==> src/rtl/uart_fifo_pkg.sv <==
package uart_fifo_pkg;
  localparam int CTL_EN_BIT    = 0;
  localparam int CTL_RXFL_BIT  = 1;
  localparam int CTL_TXFL_BIT  = 2;
  localparam int CTL_TRIG_LSB  = 6;
  localparam int TRIG_W        = 2;

  typedef struct packed {
    logic              en;
    logic              rx_flush;
    logic              tx_flush;
    logic [TRIG_W-1:0] trig;
  } ctl_cmd_t;

  function automatic ctl_cmd_t decode_ctl(input logic [7:0] d);
    ctl_cmd_t c;
    c.en       = d[CTL_EN_BIT];
    c.rx_flush = d[CTL_RXFL_BIT];
    c.tx_flush = d[CTL_TXFL_BIT];
    c.trig     = d[CTL_TRIG_LSB +: TRIG_W];
    return c;
  endfunction
endpackage

==> src/rtl/uart_fcr_decode.sv <==
module uart_fcr_decode
  import uart_fifo_pkg::*;
(
  input  logic              clk,
  input  logic              rst_n,
  input  logic              wr_en,
  input  logic [7:0]        wr_data,
  output logic              mode_q,
  output logic [TRIG_W-1:0] trig_q,
  output logic              rx_flush,
  output logic              tx_flush
);
  ctl_cmd_t          cmd;
  logic              mode_d;
  logic [TRIG_W-1:0] trig_d;

  always_comb begin
    cmd      = decode_ctl(wr_data);
    mode_d   = mode_q;
    trig_d   = trig_q;
    rx_flush = 1'b0;
    tx_flush = 1'b0;
    if (wr_en) begin
      mode_d = cmd.en;
      if (cmd.en) begin
        trig_d   = cmd.trig;
        rx_flush = cmd.rx_flush;
        tx_flush = cmd.tx_flush;
      end else begin
        rx_flush = 1'b1;
        tx_flush = 1'b1;
      end
    end
  end

  always_ff @(posedge clk or negedge rst_n) begin
    if (!rst_n) begin
      mode_q <= 1'b0;
      trig_q <= '0;
    end else if (wr_en) begin
      mode_q <= mode_d;
      trig_q <= trig_d;
    end
  end
endmodule

==> src/rtl/uart_byte_fifo.sv <==
module uart_byte_fifo #(
  parameter int DEPTH = 16,
  parameter int W     = 8,
  localparam int AW   = (DEPTH > 1) ? $clog2(DEPTH) : 1,
  localparam int CW   = $clog2(DEPTH + 1)
) (
  input  logic          clk,
  input  logic          rst_n,
  input  logic          flush,
  input  logic          single,
  input  logic          push,
  input  logic [W-1:0]  push_data,
  input  logic          pop,
  output logic [W-1:0]  pop_data,
  output logic [CW-1:0] count,
  output logic          empty,
  output logic          full
);
  logic [W-1:0]  mem [DEPTH];
  logic [AW-1:0] wr_ptr, wr_ptr_d, rd_ptr, rd_ptr_d;
  logic [CW-1:0] count_d, limit;
  logic          push_ok, pop_ok, ptr_en;

  function automatic logic [AW-1:0] ptr_inc(input logic [AW-1:0] p);
    if (p == AW'(DEPTH - 1)) return '0;
    return p + AW'(1);
  endfunction

  assign limit    = single ? CW'(1) : CW'(DEPTH);
  assign empty    = (count == '0);
  assign full     = (count == limit);
  assign pop_data = mem[rd_ptr];

  always_comb begin
    push_ok  = push && !full && !flush;
    pop_ok   = pop && !empty && !flush;
    wr_ptr_d = wr_ptr;
    rd_ptr_d = rd_ptr;
    count_d  = count;
    if (flush) begin
      wr_ptr_d = '0;
      rd_ptr_d = '0;
      count_d  = '0;
    end else begin
      if (push_ok) wr_ptr_d = ptr_inc(wr_ptr);
      if (pop_ok)  rd_ptr_d = ptr_inc(rd_ptr);
      case ({push_ok, pop_ok})
        2'b10:   count_d = count + CW'(1);
        2'b01:   count_d = count - CW'(1);
        default: count_d = count;
      endcase
    end
    ptr_en = flush || push_ok || pop_ok;
  end

  always_ff @(posedge clk or negedge rst_n) begin
    if (!rst_n) begin
      wr_ptr <= '0;
      rd_ptr <= '0;
      count  <= '0;
    end else if (ptr_en) begin
      wr_ptr <= wr_ptr_d;
      rd_ptr <= rd_ptr_d;
      count  <= count_d;
    end
  end

  always_ff @(posedge clk) begin
    if (push_ok) mem[wr_ptr] <= push_data;
  end
endmodule

==> src/rtl/uart_fifo_ctl.sv <==
module uart_fifo_ctl
  import uart_fifo_pkg::*;
#(
  parameter int DEPTH = 16,
  parameter int W     = 8,
  localparam int CW   = $clog2(DEPTH + 1)
) (
  input  logic          clk,
  input  logic          rst_n,
  input  logic          ctl_wr,
  input  logic [7:0]    ctl_data,
  input  logic          tx_push,
  input  logic [W-1:0]  tx_push_data,
  input  logic          tx_pop,
  output logic [W-1:0]  tx_pop_data,
  output logic [CW-1:0] tx_count,
  output logic          tx_empty,
  output logic          tx_full,
  input  logic          rx_push,
  input  logic [W-1:0]  rx_push_data,
  input  logic          rx_pop,
  output logic [W-1:0]  rx_pop_data,
  output logic [CW-1:0] rx_count,
  output logic          rx_empty,
  output logic          rx_full,
  output logic          fifo_mode,
  output logic [1:0]    trig_level
);
  logic rx_flush, tx_flush;

  uart_fcr_decode i_dec (
    .clk      (clk),
    .rst_n    (rst_n),
    .wr_en    (ctl_wr),
    .wr_data  (ctl_data),
    .mode_q   (fifo_mode),
    .trig_q   (trig_level),
    .rx_flush (rx_flush),
    .tx_flush (tx_flush)
  );

  uart_byte_fifo #(.DEPTH(DEPTH), .W(W)) i_txq (
    .clk       (clk),
    .rst_n     (rst_n),
    .flush     (tx_flush),
    .single    (!fifo_mode),
    .push      (tx_push),
    .push_data (tx_push_data),
    .pop       (tx_pop),
    .pop_data  (tx_pop_data),
    .count     (tx_count),
    .empty     (tx_empty),
    .full      (tx_full)
  );

  uart_byte_fifo #(.DEPTH(DEPTH), .W(W)) i_rxq (
    .clk       (clk),
    .rst_n     (rst_n),
    .flush     (rx_flush),
    .single    (!fifo_mode),
    .push      (rx_push),
    .push_data (rx_push_data),
    .pop       (rx_pop),
    .pop_data  (rx_pop_data),
    .count     (rx_count),
    .empty     (rx_empty),
    .full      (rx_full)
  );
endmodule

==> config.mk <==
export PLATFORM = sky130hd
export DESIGN_NAME = uart_fifo_ctl
export DESIGN_NICKNAME = d
export VERILOG_FILES = /design/src/rtl/uart_fifo_pkg.sv /design/src/rtl/uart_fcr_decode.sv /design/src/rtl/uart_byte_fifo.sv /design/src/rtl/uart_fifo_ctl.sv
export SDC_FILE = /design/constraint.sdc
export NUM_CORES = 1
export LEC_CHECK = 0
export ABC_AREA = 1
export BUFFER_PORTS_ARGS = -buffer_cell sky130_fd_sc_hd__buf_2
export CAP_MARGIN = 20
export CELL_PAD_IN_SITES_DETAIL_PLACEMENT = 1
export CELL_PAD_IN_SITES_GLOBAL_PLACEMENT = 2
export CORE_UTILIZATION = 40
export DETAILED_ROUTE_END_ITERATION = 8
export GPL_ROUTABILITY_DRIVEN = 0
export PLACE_DENSITY_LB_ADDON = 0.1
export SYNTH_ARGS = -nofsm -noshare
export SYNTH_HDL_FRONTEND = slang
export SYNTH_SLANG_ARGS = --single-unit
==> constraint.sdc <==
create_clock -name clk -period 3.95 [get_ports clk]
set_input_delay 0.395 -clock clk [delete_from_list [all_inputs] [get_ports clk]]
set_output_delay 0.395 -clock clk [all_outputs]
set_load 0.005 [all_outputs]
# Yosys cells after proc, flatten, opt, wreduce, memory -nomap -nowiden

Memory sizes are Yosys's and may differ from the RTL's.
Index checks and enable logic that the tools add are counted.

$add $sub $neg: 8
Equal/unequal tests: 10
Multiplexer cells: 41
Reduce and logical (&&, ||, !) cells: 33

Operators with widths:

| kind                | count |
|---|---|
| $mux 4              | 16 |
| $mux 1              | 20 |
| $pmux 5 s2          | 2 |
| $add 4x1->4 const B | 4 |
| $eq 4x4->1 const B  | 4 |
| $mux 5              | 3 |
| $reduce_and 2->1    | 7 |
| $add 5x1->5 const B | 2 |
| $eq 5x5->1          | 2 |
| $logic_not 5->1     | 2 |
| $sub 5x1->5 const B | 2 |
| $logic_and 1x1->1   | 8 |
| $reduce_bool 2->1   | 4 |
| $logic_not 1->1     | 6 |
| $reduce_bool 3->1   | 2 |
| $eq 2x1->1 const B  | 2 |
| $eq 2x2->1 const B  | 2 |
| $logic_or 1x1->1    | 4 |

Bits in registers: 29
Memory bits (writable): 256
Input port bits: 31
Output and inout port bits: 33
Logic and storage cells: 102
Memories: 2

Memory list:

| name      | depth | width | rd ports | clocked after Yosys merged registers in | write ports | RTL line             | source |
|---|---|---|---|---|---|---|---|
| i_rxq.mem | 16    | 8     | 1        | 0                                       | 1           | uart_byte_fifo.sv:19 | `logic [W-1:0] mem [DEPTH];` |
| i_txq.mem | 16    | 8     | 1        | 0                                       | 1           | uart_byte_fifo.sv:19 |  |

# Logic depth before layout (Yosys ltp)

Gate-level depths: netlist (run 1).

Word-level depth: 10
Gate-level depth with buffers: 17
Gate-level depth less buffers: 17

# Cells and area by module

Synthesis (run 1) repeated with hierarchy kept, for this count alone.

Cell total of the unflattened synthesis: 1013
Area, all modules: 12112.9 µm²

By module, submodules not included:

| module                 | instances | cells an instance | area each (µm²) | sequential area each (µm²) |
|---|---|---|---|---|
| uart_byte_fifo (i_rxq) | 1         | 495               | 5990.7          | 4169.0 |
| uart_byte_fifo (i_txq) | 1         | 500               | 5983.2          | 4169.0 |
| uart_fcr_decode        | 1         | 17                | 135.1           | 75.1 |
| uart_fifo_ctl          | 1         | 1                 | 3.8             | 0.0 |

# Worst setup path before layout (run 1)

OpenSTA, ideal clock, no wires.

Path type: input-to-reg
Start point: input ctl_data[0]
End point: register i_rxq.count[4]
Setup time: 0.116 ns
Arrival time: 1.985 ns
Required time: 3.834 ns
Setup slack: 1.849 ns
Cell stages on the path: 14
Path buffers: 0
Path through: inv_2 -> o21ai_4 -> inv_4 -> nor2_8 -> nand2_4 -> fa_1 -> nand3b_1 -> nand2_1 -> xor2_1 -> inv_1 -> nand2_1 -> nand2_1 -> nand2_1 -> nand2_1

Word-level cells in the longest chain between the ends: 7
Elaborated cells between the ends (all ways): 13
Classes of those cells: eq/ne (2); mux (4); reduce/logical (7)

RTL lines:

| what                                              | RTL line                                   | source |
|---|---|---|
| start, declared                                   | uart_fifo_ctl.sv:11                        | `input logic [7:0] ctl_data,` |
| $mux 1 *                                          | uart_fcr_decode.sv:25                      | `if (cmd.en) begin` |
| $mux 1 *                                          | uart_fcr_decode.sv:23                      | `if (wr_en) begin` |
| $logic_not 1->1                                   | uart_byte_fifo.sv:35, uart_byte_fifo.sv:36 |  |
| $logic_and 1x1->1 (on tied branches)              | uart_byte_fifo.sv:36, uart_byte_fifo.sv:35 |  |
| $eq 2x1->1, or another cell as far along          | uart_byte_fifo.sv:47                       | `case ({push_ok, pop_ok})` |
| $pmux 5 s2, or another cell as far along          | uart_byte_fifo.sv:47                       |  |
| $mux 5 / $reduce_and 2->1 (equally long branches) | --                                         |  |
| end signal, assigned                              | uart_byte_fifo.sv:64                       | `count <= count_d;` |
| end, declared                                     | uart_byte_fifo.sv:15                       | `output logic [CW-1:0] count,` |

Mark *: on every way between the ends. The rest lies on a longest branch, timed or not.
A chain may end at the register's enable or synchronous reset.

# Final worst setup path (run 1)

Start point: register i_txq.rd_ptr[0]
End point: output tx_pop_data[1]

Word-level cells in the longest chain between the ends: 1

RTL lines:

| what                   | RTL line             | source |
|---|---|---|
| start, declared        | uart_byte_fifo.sv:20 | `logic [AW-1:0] wr_ptr, wr_ptr_d, rd_ptr, rd_ptr_d;` |
| start signal, assigned | uart_byte_fifo.sv:63 | `rd_ptr <= rd_ptr_d;` |
| $mem_v2 16x8           | --                   |  |
| end, declared          | uart_fifo_ctl.sv:15  | `output logic [W-1:0] tx_pop_data,` |

No other way between the ends.

==> results_dict.tcl, run 1 <==
set metrics [dict create \
    core_area_sq_um 29600 \
    status "completed" \
    cts_tree "done" \
    multiInputGateArea_sq_um 3200 \
    synthFlopType "edfxtp_1" \
    power_density_nw_per_um2 646 \
    vdd_drop_max_mv 0.337 \
    die_w_um 175 \
    cts_setup_buffers 0 \
    drive_gt1_share_pct 12.5 \
    initialDrtViolationCount 295 \
    register_area_sq_um 8420 \
    p_switching_mw 3.00 \
    r2r_end "i_txq.mem[13][6]" \
    grt_antenna_before_repair 0 \
    wl_mm 29.4 \
    syn_nets 1068 \
    port_buffers 60 \
    placed_area_sq_um 12700 \
    hold_class "primary input to flop" \
    wl_per_cell_um 19.6 \
    rows 63 \
    grt_pass1_wl_mm 46.5 \
    pwr-share-comb_pct 29.4 \
    max-slew-margin-rel_pct 27.5 \
    holdWs_ns 0.0871 \
    fin_nets 1134 \
    clock_sinks 285 \
    critPathLaunchType "flop" \
    worstPathRequired_ns 3.56 \
    rr_worst_depth 8 \
    hold_depth 2 \
    grt_max_degree 70 \
    final.fill_count 3164 \
    switching_share_pct 34.0 \
    min_to "i_dec.trig_q[1]" \
    cp_max_fo 37 \
    power.internal_mw 5.82 \
    yosysMostFrequentCell "edfxtp_1" \
    ys_ff_latch 285 \
    dpl.cell_count 1441 \
    fin_ws_ns 0.896 \
    post-route-period-util_pct 77.3 \
    setup_tns_ns 0 \
    slew_violations 0 \
    ys_types 36 \
    path_clk_slew_ns 0.06 \
    tightest_slew_ns 1.08 \
    worstSetupPathType "flop to output port" \
    leakage_nw 4.89 \
    design_area_sq_um 13600 \
    syn_area_sq_um 12000 \
    synthArstFlopShare_pct 10.2 \
    gr-total-overflow 0 \
    stdcell_count 1498 \
    yosysTopAreaCell "edfxtp_1" \
    ff2ff_setup_slack_ns 1.44 \
    drc 0 \
    holdBufCountCts 1 \
    cp-end-kind "output port" \
    vias_per_cell 5.19 \
    seqPwrFrac_pct 41.0 \
    worst_clock_skew_ns 0.0155 \
    grt_usage_pct 19.7 \
    via_count 7780 \
    worstReg2RegStart "i_txq.count[0]" \
    netlist_top_cells_area "edfxtp_1 (64%), dfrtp_1 (6.0%), nor2_1 (5.9%), o21ai_0 (5.2%), nand2_1 (4.4%)" \
    yosys_warnings 0 \
    diodes 0 \
    pwr-share-clk_pct 29.6 \
    hpwl_mm 18.9 \
    drv_cap 0 \
    ios 64 \
    synth_commonest_cells "edfxtp_1 (256), nor2_1 (189), nand2_1 (142), o21ai_0 (124), inv_1 (43)" \
    ant_nets 0 \
    p_total_mw 8.82 \
    fmax_ghz 0.327 \
    synth_edf_count 256 \
    clk_latency_ns 0.55 \
    worstPathArrival_ns 2.66 \
    die_area_sq_um 30700 \
    ys_seq_area_share_pct 70.0 \
    postSynthCellCount 1019 \
    firstDrtPassIters 4 \
    start_util_pct 40.6 \
    area_growth_pct 13.6 \
    place_ws_ns 1.33 \
    clockBufferDepth 3 \
    setup_viol_count_final 0 \
    htree_levels 1 \
    period_minus_slack_ns 3.05 \
    cts-root-buf "clkbuf_16" \
    die_y_um 175 \
    grt_pass1_vias 8200 \
    hold_start "ctl_data[7]" \
    cts_resized 0 \
    hold_viol 0 \
    syn_avg_cell_area_sq_um 11.8 \
    rsz0062_at_grt "false" \
    post-synth-top-area-fraction_pct 64.0 \
    cts_buffers 31 \
    fin_util_pct 46.2 \
]
## layout by cell type, fill, tap and decap left out, types with 3 or more instances in the layout
cell,Yosys,layout
a21oi_1,23,23
o2111ai_1,4,4
o22ai_1,18,18
xor2_1,3,3
buf_4,2,17
inv_1,43,42
clkinv_1,1,13
inv_2,6,7
nor3_1,12,11
clkbuf_16,0,31
o32ai_1,16,16
o211ai_1,23,23
clkbuf_1,18,9
o21ai_0,124,124
nand2_1,142,142
buf_2,25,60
nor2_1,189,189
dfrtp_2,0,3
edfxtp_1,256,256
ha_1,16,16
o21ai_1,3,3
dfrtp_1,29,26
nand3_1,39,39
xnor2_1,3,3
nand2_2,4,4
nand4_1,3,3
## worst max path at each step
stage	endpoint	from
2_1_floorplan	i_rxq.count[4]	ctl_data[0]
3_3_place_gp	i_rxq.mem[0][3]	ctl_data[0]
3_5_place_dp	i_rxq.mem[6][3]	ctl_data[0]
4_1_cts	tx_pop_data[1]	i_txq.rd_ptr[0]
5_1_grt	tx_pop_data[1]	i_txq.rd_ptr[0]
6_report	tx_pop_data[1]	i_txq.rd_ptr[0]
## kinds of logic (layout without fill, tap and decap cells)
logic type               count (synthesis)  after routing  synth area share, %
AND/OR/NAND/NOR                        395            395                 13.4
flip-flops                             285            285                 70.0
AO/OA/AOI/OAI                          217            217                 10.6
buffers and inverters                   96            185                 3.34
adder cells (fa/ha/maj)                 18             18                 2.00
XOR/XNOR                                 6              6                0.438
multiplexers                             2              2                0.187
## registers in the layout, summed over array words and instances (netlist names)
signal        flops
i_txq.wr_ptr      4
i_dec.mode_q      1
i_dec.trig_q      2
i_txq.count       5
i_txq.rd_ptr      4
i_rxq.wr_ptr      4
i_rxq.rd_ptr      4
i_txq.mem       128
i_rxq.mem       128
i_rxq.count       5
## layout make-up
class	instances	area share, %
repair buffers	78	3.21
multi-input cells	638	23.5
flip-flops and latches	285	61.7
inverters	51	1.42
clock inverters	16	0.706
well taps	390	3.58
clock buffers	40	5.93
## power by group through the flow
stage | Sequential, mW | Clock [mW] | Combinational (mW)
2_1_floorplan | 3.63 | 0 | 1.75
3_3_place_gp | 3.68 | 0 | 2.62
3_5_place_dp | 3.68 | 0 | 2.65
4_1_cts | 3.62 | 2.68 | 2.66
5_1_grt | 3.64 | 2.77 | 2.98
6_report | 3.62 | 2.62 | 2.59
## per-layer routing
layer  part of all wire, %  vias up  track usage [%]
li1                      -     3771                -
met1                    44     3869             25.3
met2                    50       89             34.9
met3                   2.9       51             2.73
met4                   2.3        0             5.22
met5                     0        -                0
## critical path, stage by stage, from the launching register on
cell     delay (ns)
dfrtp_2        0.40
inv_2          0.53
buf_4          0.35
nand2_1        0.07
nand3_1        0.09
nand2_1        0.08
a21oi_1        0.15
o21ai_0        0.17
nand2_1        0.13
buf_2          0.12
Power figures use the tool's default switching activity.
==> inputs of run 2 (changes only) <==
CORE_UTILIZATION = 38   (was 40)
clock period = 2.6 ns   (was 3.95 ns; I/O delays follow)
==> run 2 against run 1 <==
The run now ends with DRC left. Die area increased by 5.2%. Combinational power increased by 68%. Final cell count increased by 3.8%. Utilization increased by 0.067 points. Clock power increased by 74%. Setup slack got worse by 0.78 ns. Sequential share of layout area decreased by 2.6 points. Non-clock buffer count increased by 47. Critical path type unchanged.
==> results_dict.tcl, run 2 (same netlist as run 1, synthesis figures left out) <==
set metrics [dict create \
    initialDrtViolationCount 521 \
    worstPathArrival_ns 2.22 \
    pwr-share-comb_pct 30.1 \
    vias_per_cell 5.23 \
    top_regs "i_rxq.mem x128, i_txq.mem x128" \
    multiInputGateArea_sq_um 3220 \
    clk_latency_ns 0.51 \
    final.fill_count 3260 \
    crit_top_cell "o21ai_0" \
    drive_gt1_share_pct 16.8 \
    die_area_sq_um 32300 \
    power_density_nw_per_um2 1010 \
    clockBufferDepth 3 \
    path_clk_slew_ns 0.06 \
    diodes 0 \
    htree_levels 2 \
    final_common_cell "edfxtp_1" \
    fmax_ghz 0.403 \
    post-route-period-util_pct 95.4 \
    via_count 8135 \
    register_area_sq_um 8420 \
    drc 4 \
    rows 64 \
    area_growth_pct 18.6 \
    ant_nets 0 \
    firstDrtPassIters 6 \
    vdd_drop_max_mv 0.574 \
    cts_tree "done" \
    holdWs_ns 0.0644 \
    worst_clock_skew_ns 0.0150 \
    setup_tns_ns 0 \
    worstPathRequired_ns 2.34 \
    max-slew-margin-rel_pct 51.5 \
    dpl.cell_count 1489 \
    critPathLaunchType "flop" \
    cp_max_fo 9 \
    period_minus_slack_ns 2.48 \
    gr-total-overflow 0 \
    place_ws_ns 0.248 \
    fin_ws_ns 0.119 \
    stdcell_count 1555 \
    core_area_sq_um 30800 \
    ios 64 \
    power.internal_mw 9.52 \
    hold_viol 0 \
    hold_class "primary input to flop" \
    pwr-share-clk_pct 31.6 \
    grt_pass1_vias 8546 \
    setup_viol_count_final 0 \
    hpwl_mm 20.4 \
    grt_max_degree 70 \
    violations "DRC" \
    die_w_um 180 \
    cpPeakStageDelay_ns 0.43 \
    fin_nets 1184 \
    wl_mm 31.6 \
    tightest_slew_ns 0.728 \
    port_buffers 60 \
    drv_cap 0 \
    final_cell_mix "edfxtp_1 (256), nor2_1 (189), nand2_1 (142)" \
    leakage_nw 5.24 \
    grt_usage_pct 20.1 \
    start_util_pct 39.0 \
    grt_pass1_wl_mm 50.1 \
    wl_per_cell_um 20.3 \
    grt_antenna_before_repair 0 \
    switching_share_pct 34.0 \
    worstSetupPathType "flop to output port" \
    cp_slowest_cell "dfrtp_1" \
    die_y_um 180 \
    slew_violations 0 \
    cp-end-kind "output port" \
    clock_sinks 285 \
    cts-root-buf "clkbuf_16" \
    seqPwrFrac_pct 38.3 \
    cts_buffers 34 \
    cp_cell_sequence "clkinvlp_4 -> buf_4 -> o21ai_0 -> o22ai_1 -> o21ai_0 -> nand2_1 -> buf_2" \
    status "finished, violations left" \
    p_switching_mw 4.90 \
]
[run 2: changes by cell type in the layout (fill, tap and decap cells not counted), moves of 4 or more]
| cell | before | now |
|---|---|---|
| clkbuf_16 | 31 | 35 |
| buf_12 | 0 | 4 |
| buf_4 | 17 | 55 |
| o21ai_1 | 3 | 9 |
| clkinv_1 | 13 | 6 |
| o21ai_0 | 124 | 118 |
[run 2: critical path, delay by kind of cell, from the launching register on]
family	cells	cell delay [ns]
AO/OA/AOI/OAI	3	0.51
buffers and inverters	3	0.63
flip-flops	1	0.43
AND/OR/NAND/NOR	1	0.13
[run 2: area by class of cell]
cell class	instances	area share, %
clock buffer	47	6.53
tap	396	3.48
inverter	51	1.42
multi-input combinational	638	22.6
timing repair buffer	125	6.01
sequential	285	59.1
clock inverter	13	0.922
[run 2: routing by layer]
metal,track usage [%],up-vias,part of all wire [%]
met3,2.84,37,2.8
met2,35.7,118,51
met1,26.0,4107,45
li1,-,3873,-
met4,4.03,0,1.3
met5,0,-,0
[run 2: through the flow]
| stage | area [sq um] | utilization [%] | power, mW |
|---|---|---|---|
| 2_1_floorplan | 12000 | - | 8.16 |
| 3_3_place_gp | 13100 | 42.5 | 9.88 |
| 3_5_place_dp | 13100 | 42.5 | 9.93 |
| 4_1_cts | 14200 | 46.1 | 14.6 |
| 5_1_grt | 14300 | 46.2 | 15.3 |
| 6_report | 14300 | 46.2 | 14.4 |
[run 2: repair_timing]
| action | in CTS | in global routing |
|---|---|---|
| hold buffers | 3 | 0 |
| pin swaps | 0 | 1 |
| buffers inserted | 0 | 3 |
| gates cloned | 0 | 0 |
| endpoints found under the hold margin | 31 | 0 |
| setup endpoints to repair | 5 | 16 |
| resized for setup | 3 | 14 |
[run 2: power by group through the flow]
stage | sequential, mW | combinational [mW] | clock, mW
global placement | 5.61 | 4.27 | 0
global route | 5.56 | 4.91 | 4.87
CTS | 5.54 | 4.36 | 4.67
detailed placement | 5.62 | 4.32 | 0
finish | 5.52 | 4.34 | 4.56
floorplan | 5.51 | 2.65 | 0
[run 2: path summary, 6_finish.rpt]
path,from,endpoint,slack [ns],cells past startpoint
worst max-delay path,i_txq.rd_ptr[1],tx_pop_data[1],0.12,7
worst min-delay path,ctl_wr,i_dec.mode_q,0.06,2
worst max register to register,i_txq.count[0],i_txq.count[4],0.28,13
worst min register to register,i_dec.trig_q[1],i_dec.trig_q[1],0.50,1
max in group asynchronous,rst_n,i_rxq.rd_ptr[1],1.70,2
min in group asynchronous,rst_n,i_rxq.count[3],0.36,2
==> inputs of run 3 (changes only) <==
CELL_PAD_IN_SITES_GLOBAL_PLACEMENT = 1   (was 2)
CORE_MARGIN = 1   (was unset)
CORE_UTILIZATION = 40   (was 38)
==> run 3 against run 2 <==
Wire length shrank 4.3%. Register-to-register slack improved by 0.03 ns. Utilization grew 1.6 points. The run now ends clean. First-iteration DRC count fell by 17%. Power is 2.6% lower.
==> results_dict.tcl, run 3 (same netlist as run 1, synthesis figures left out) <==
set metrics [dict create \
    min_to "i_dec.mode_q" \
    grt_pass1_wl_mm 46.7 \
    holdWs_ns 0.0258 \
    post-route-period-util_pct 95.3 \
    pwr-share-comb_pct 29.7 \
    power_density_nw_per_um2 993 \
    wl_per_cell_um 19.6 \
    critPathLaunchType "flop" \
    rows 63 \
    max-slew-margin-rel_pct 53.4 \
    hpwl_mm 19.3 \
    grt_max_degree 67 \
    die_w_um 175 \
    drc 0 \
    dr_wl_met2_mm 15.9 \
    grt_usage_pct 19.8 \
    port_buffers 60 \
    worstReg2RegStart "i_txq.count[4]" \
    switching_share_pct 33.2 \
    tightest_slew_ns 0.700 \
    cts_buffers 31 \
    path_clk_slew_ns 0.06 \
    top_layer "met4" \
    worstSetupPathType "flop to output port" \
    ant_nets 0 \
    vdd_drop_max_mv 0.567 \
    wl_met1_mm 12.8 \
    met3RoutedLength_um 841 \
    fmax_ghz 0.404 \
    crit_start "i_txq.rd_ptr[3]" \
    ff2ff_setup_slack_ns 0.31 \
    ios 64 \
    die_area_sq_um 30700 \
    diodes 0 \
    htree_levels 1 \
    seqPwrFrac_pct 39.3 \
    hold_start "ctl_data[0]" \
    initialDrtViolationCount 430 \
    rsz0062_at_grt "true" \
    clockBufferDepth 3 \
    register_area_sq_um 8420 \
    wl_mm 30.2 \
    die_y_um 175 \
    grt_antenna_before_repair 0 \
    cp_max_fo 12 \
    cts_tree "done" \
    drv_cap 0 \
    worst_clock_skew_ns 0.00917 \
    core_area_sq_um 29600 \
    final_cell_mix "edfxtp_1 (256), nor2_1 (189), nand2_1 (142)" \
    hold_viol 0 \
    area_growth_pct 17.7 \
    rr_worst_depth 16 \
    slew_violations 0 \
    path_buf_inv 2 \
    final.fill_count 3143 \
    period_minus_slack_ns 2.48 \
    setup_viol_count_final 0 \
    r2r_end "i_txq.count[4]" \
    stdcell_count 1539 \
    hold_depth 3 \
    cp_slowest_cell "dfrtp_1" \
    worstPathArrival_ns 2.22 \
    start_util_pct 40.6 \
    pwr-share-clk_pct 31.0 \
    final_common_cell "edfxtp_1" \
    leakage_nw 5.19 \
    cp_cell_sequence "inv_1 -> nand2_1 -> a21oi_1 -> o21ai_0 -> nand2_1 -> buf_2" \
    p_switching_mw 4.67 \
    cpPeakStageDelay_ns 0.56 \
    firstDrtPassIters 4 \
    multiInputGateArea_sq_um 3200 \
    grt_pass1_vias 8290 \
    setup_tns_ns 0 \
    cts-root-buf "clkbuf_16" \
    worstPathRequired_ns 2.34 \
    via_count 7995 \
    top_regs "i_rxq.mem x128, i_txq.mem x128" \
    vias_per_cell 5.19 \
    crit_family "buffers and inverters" \
    crit_top_cell "nand2_1" \
    drive_gt1_share_pct 16.5 \
    status "completed" \
    clk_latency_ns 0.55 \
    power.internal_mw 9.38 \
    gr-total-overflow 0 \
    fin_nets 1174 \
    dpl.cell_count 1477 \
    hold_class "primary input to flop" \
    clock_sinks 285 \
    p_total_mw 14.0 \
    cp-end-kind "output port" \
]
run 3: cell types whose count changed in the layout (fill, tap and decap cells not counted), moves of 3 or more:
cell / delta
buf_4: -7
clkbuf_1: -4
clkbuf_16: -4
clkbuf_8: +4
clkinv_1: -3
clkinv_2: +3
run 3: power by group through the flow:
stage          clock network, mW  logic, mW  registers [mW]
5_1_grt                     4.60       4.71            5.55
4_1_cts                     4.46       4.20            5.55
3_5_place_dp                   0       4.16            5.63
3_3_place_gp                   0       4.08            5.62
6_report                    4.36       4.17            5.52
2_1_floorplan                  0       2.65            5.51
run 3: per-stage QoR:
| step | setup slack, ns | cell area (sq um) | util [%] |
|---|---|---|---|
| detailed placement | 0.214 | 13000 | 44.1 |
| global route | -0.0216 | 14100 | 47.8 |
| finish | 0.123 | 14100 | 47.8 |
| CTS | 0.0292 | 14100 | 47.8 |
| floorplan | 0.524 | 12000 | - |
| global placement | 0.289 | 13000 | 44.1 |
run 3: worst max path at each step:
stage | endpoint | slack, ns | cells after the start
6_report | tx_pop_data[4] | 0.12 | 6
5_1_grt | tx_pop_data[5] | -0.02 | 9
4_1_cts | tx_pop_data[3] | 0.03 | 6
3_5_place_dp | i_txq.count[4] | 0.21 | 16
3_3_place_gp | i_txq.count[4] | 0.29 | 16
2_1_floorplan | i_rxq.count[4] | 0.52 | 13
run 3: area by class of cell:
type                    instances  area share [%]
clock inverters                14            1.07
repair buffers                118            5.71
inverters                      51            1.41
flip-flops and latches        285            59.6
well taps                     390            3.45
clock buffers                  43            6.16
multi-input cells             638            22.7
run 3: layer usage:
| metal | vias to the layer above | global-route usage (%) |
|---|---|---|
| met5 | - | 0 |
| met4 | 0 | 5.11 |
| met3 | 45 | 2.40 |
| met2 | 111 | 36.8 |
| met1 | 3992 | 24.3 |
| li1 | 3847 | - |
run 3: repair_timing:
item                                    CTS  global route
setup buffers                             0             1
hold buffers                              4             0
endpoints found under the hold margin    32             0
gates resized for setup                   4             9
endpoints found under the setup margin    7             7
run 3: worst reg2reg max path, cell delays in order, from the launching register on:
cell     delay [ns]
dfrtp_1        0.39
inv_1          0.11
nand3_1        0.09
nand2_1        0.06
nand2_2        0.11
nand3_2        0.16
nand2_2        0.14
inv_2          0.07
ha_1           0.34
nand2_1        0.06
o21ai_0        0.19
xor2_1         0.21
inv_1          0.06
nand2_1        0.05
nand2_1        0.05
nand2_1        0.05
nand2_1        0.04
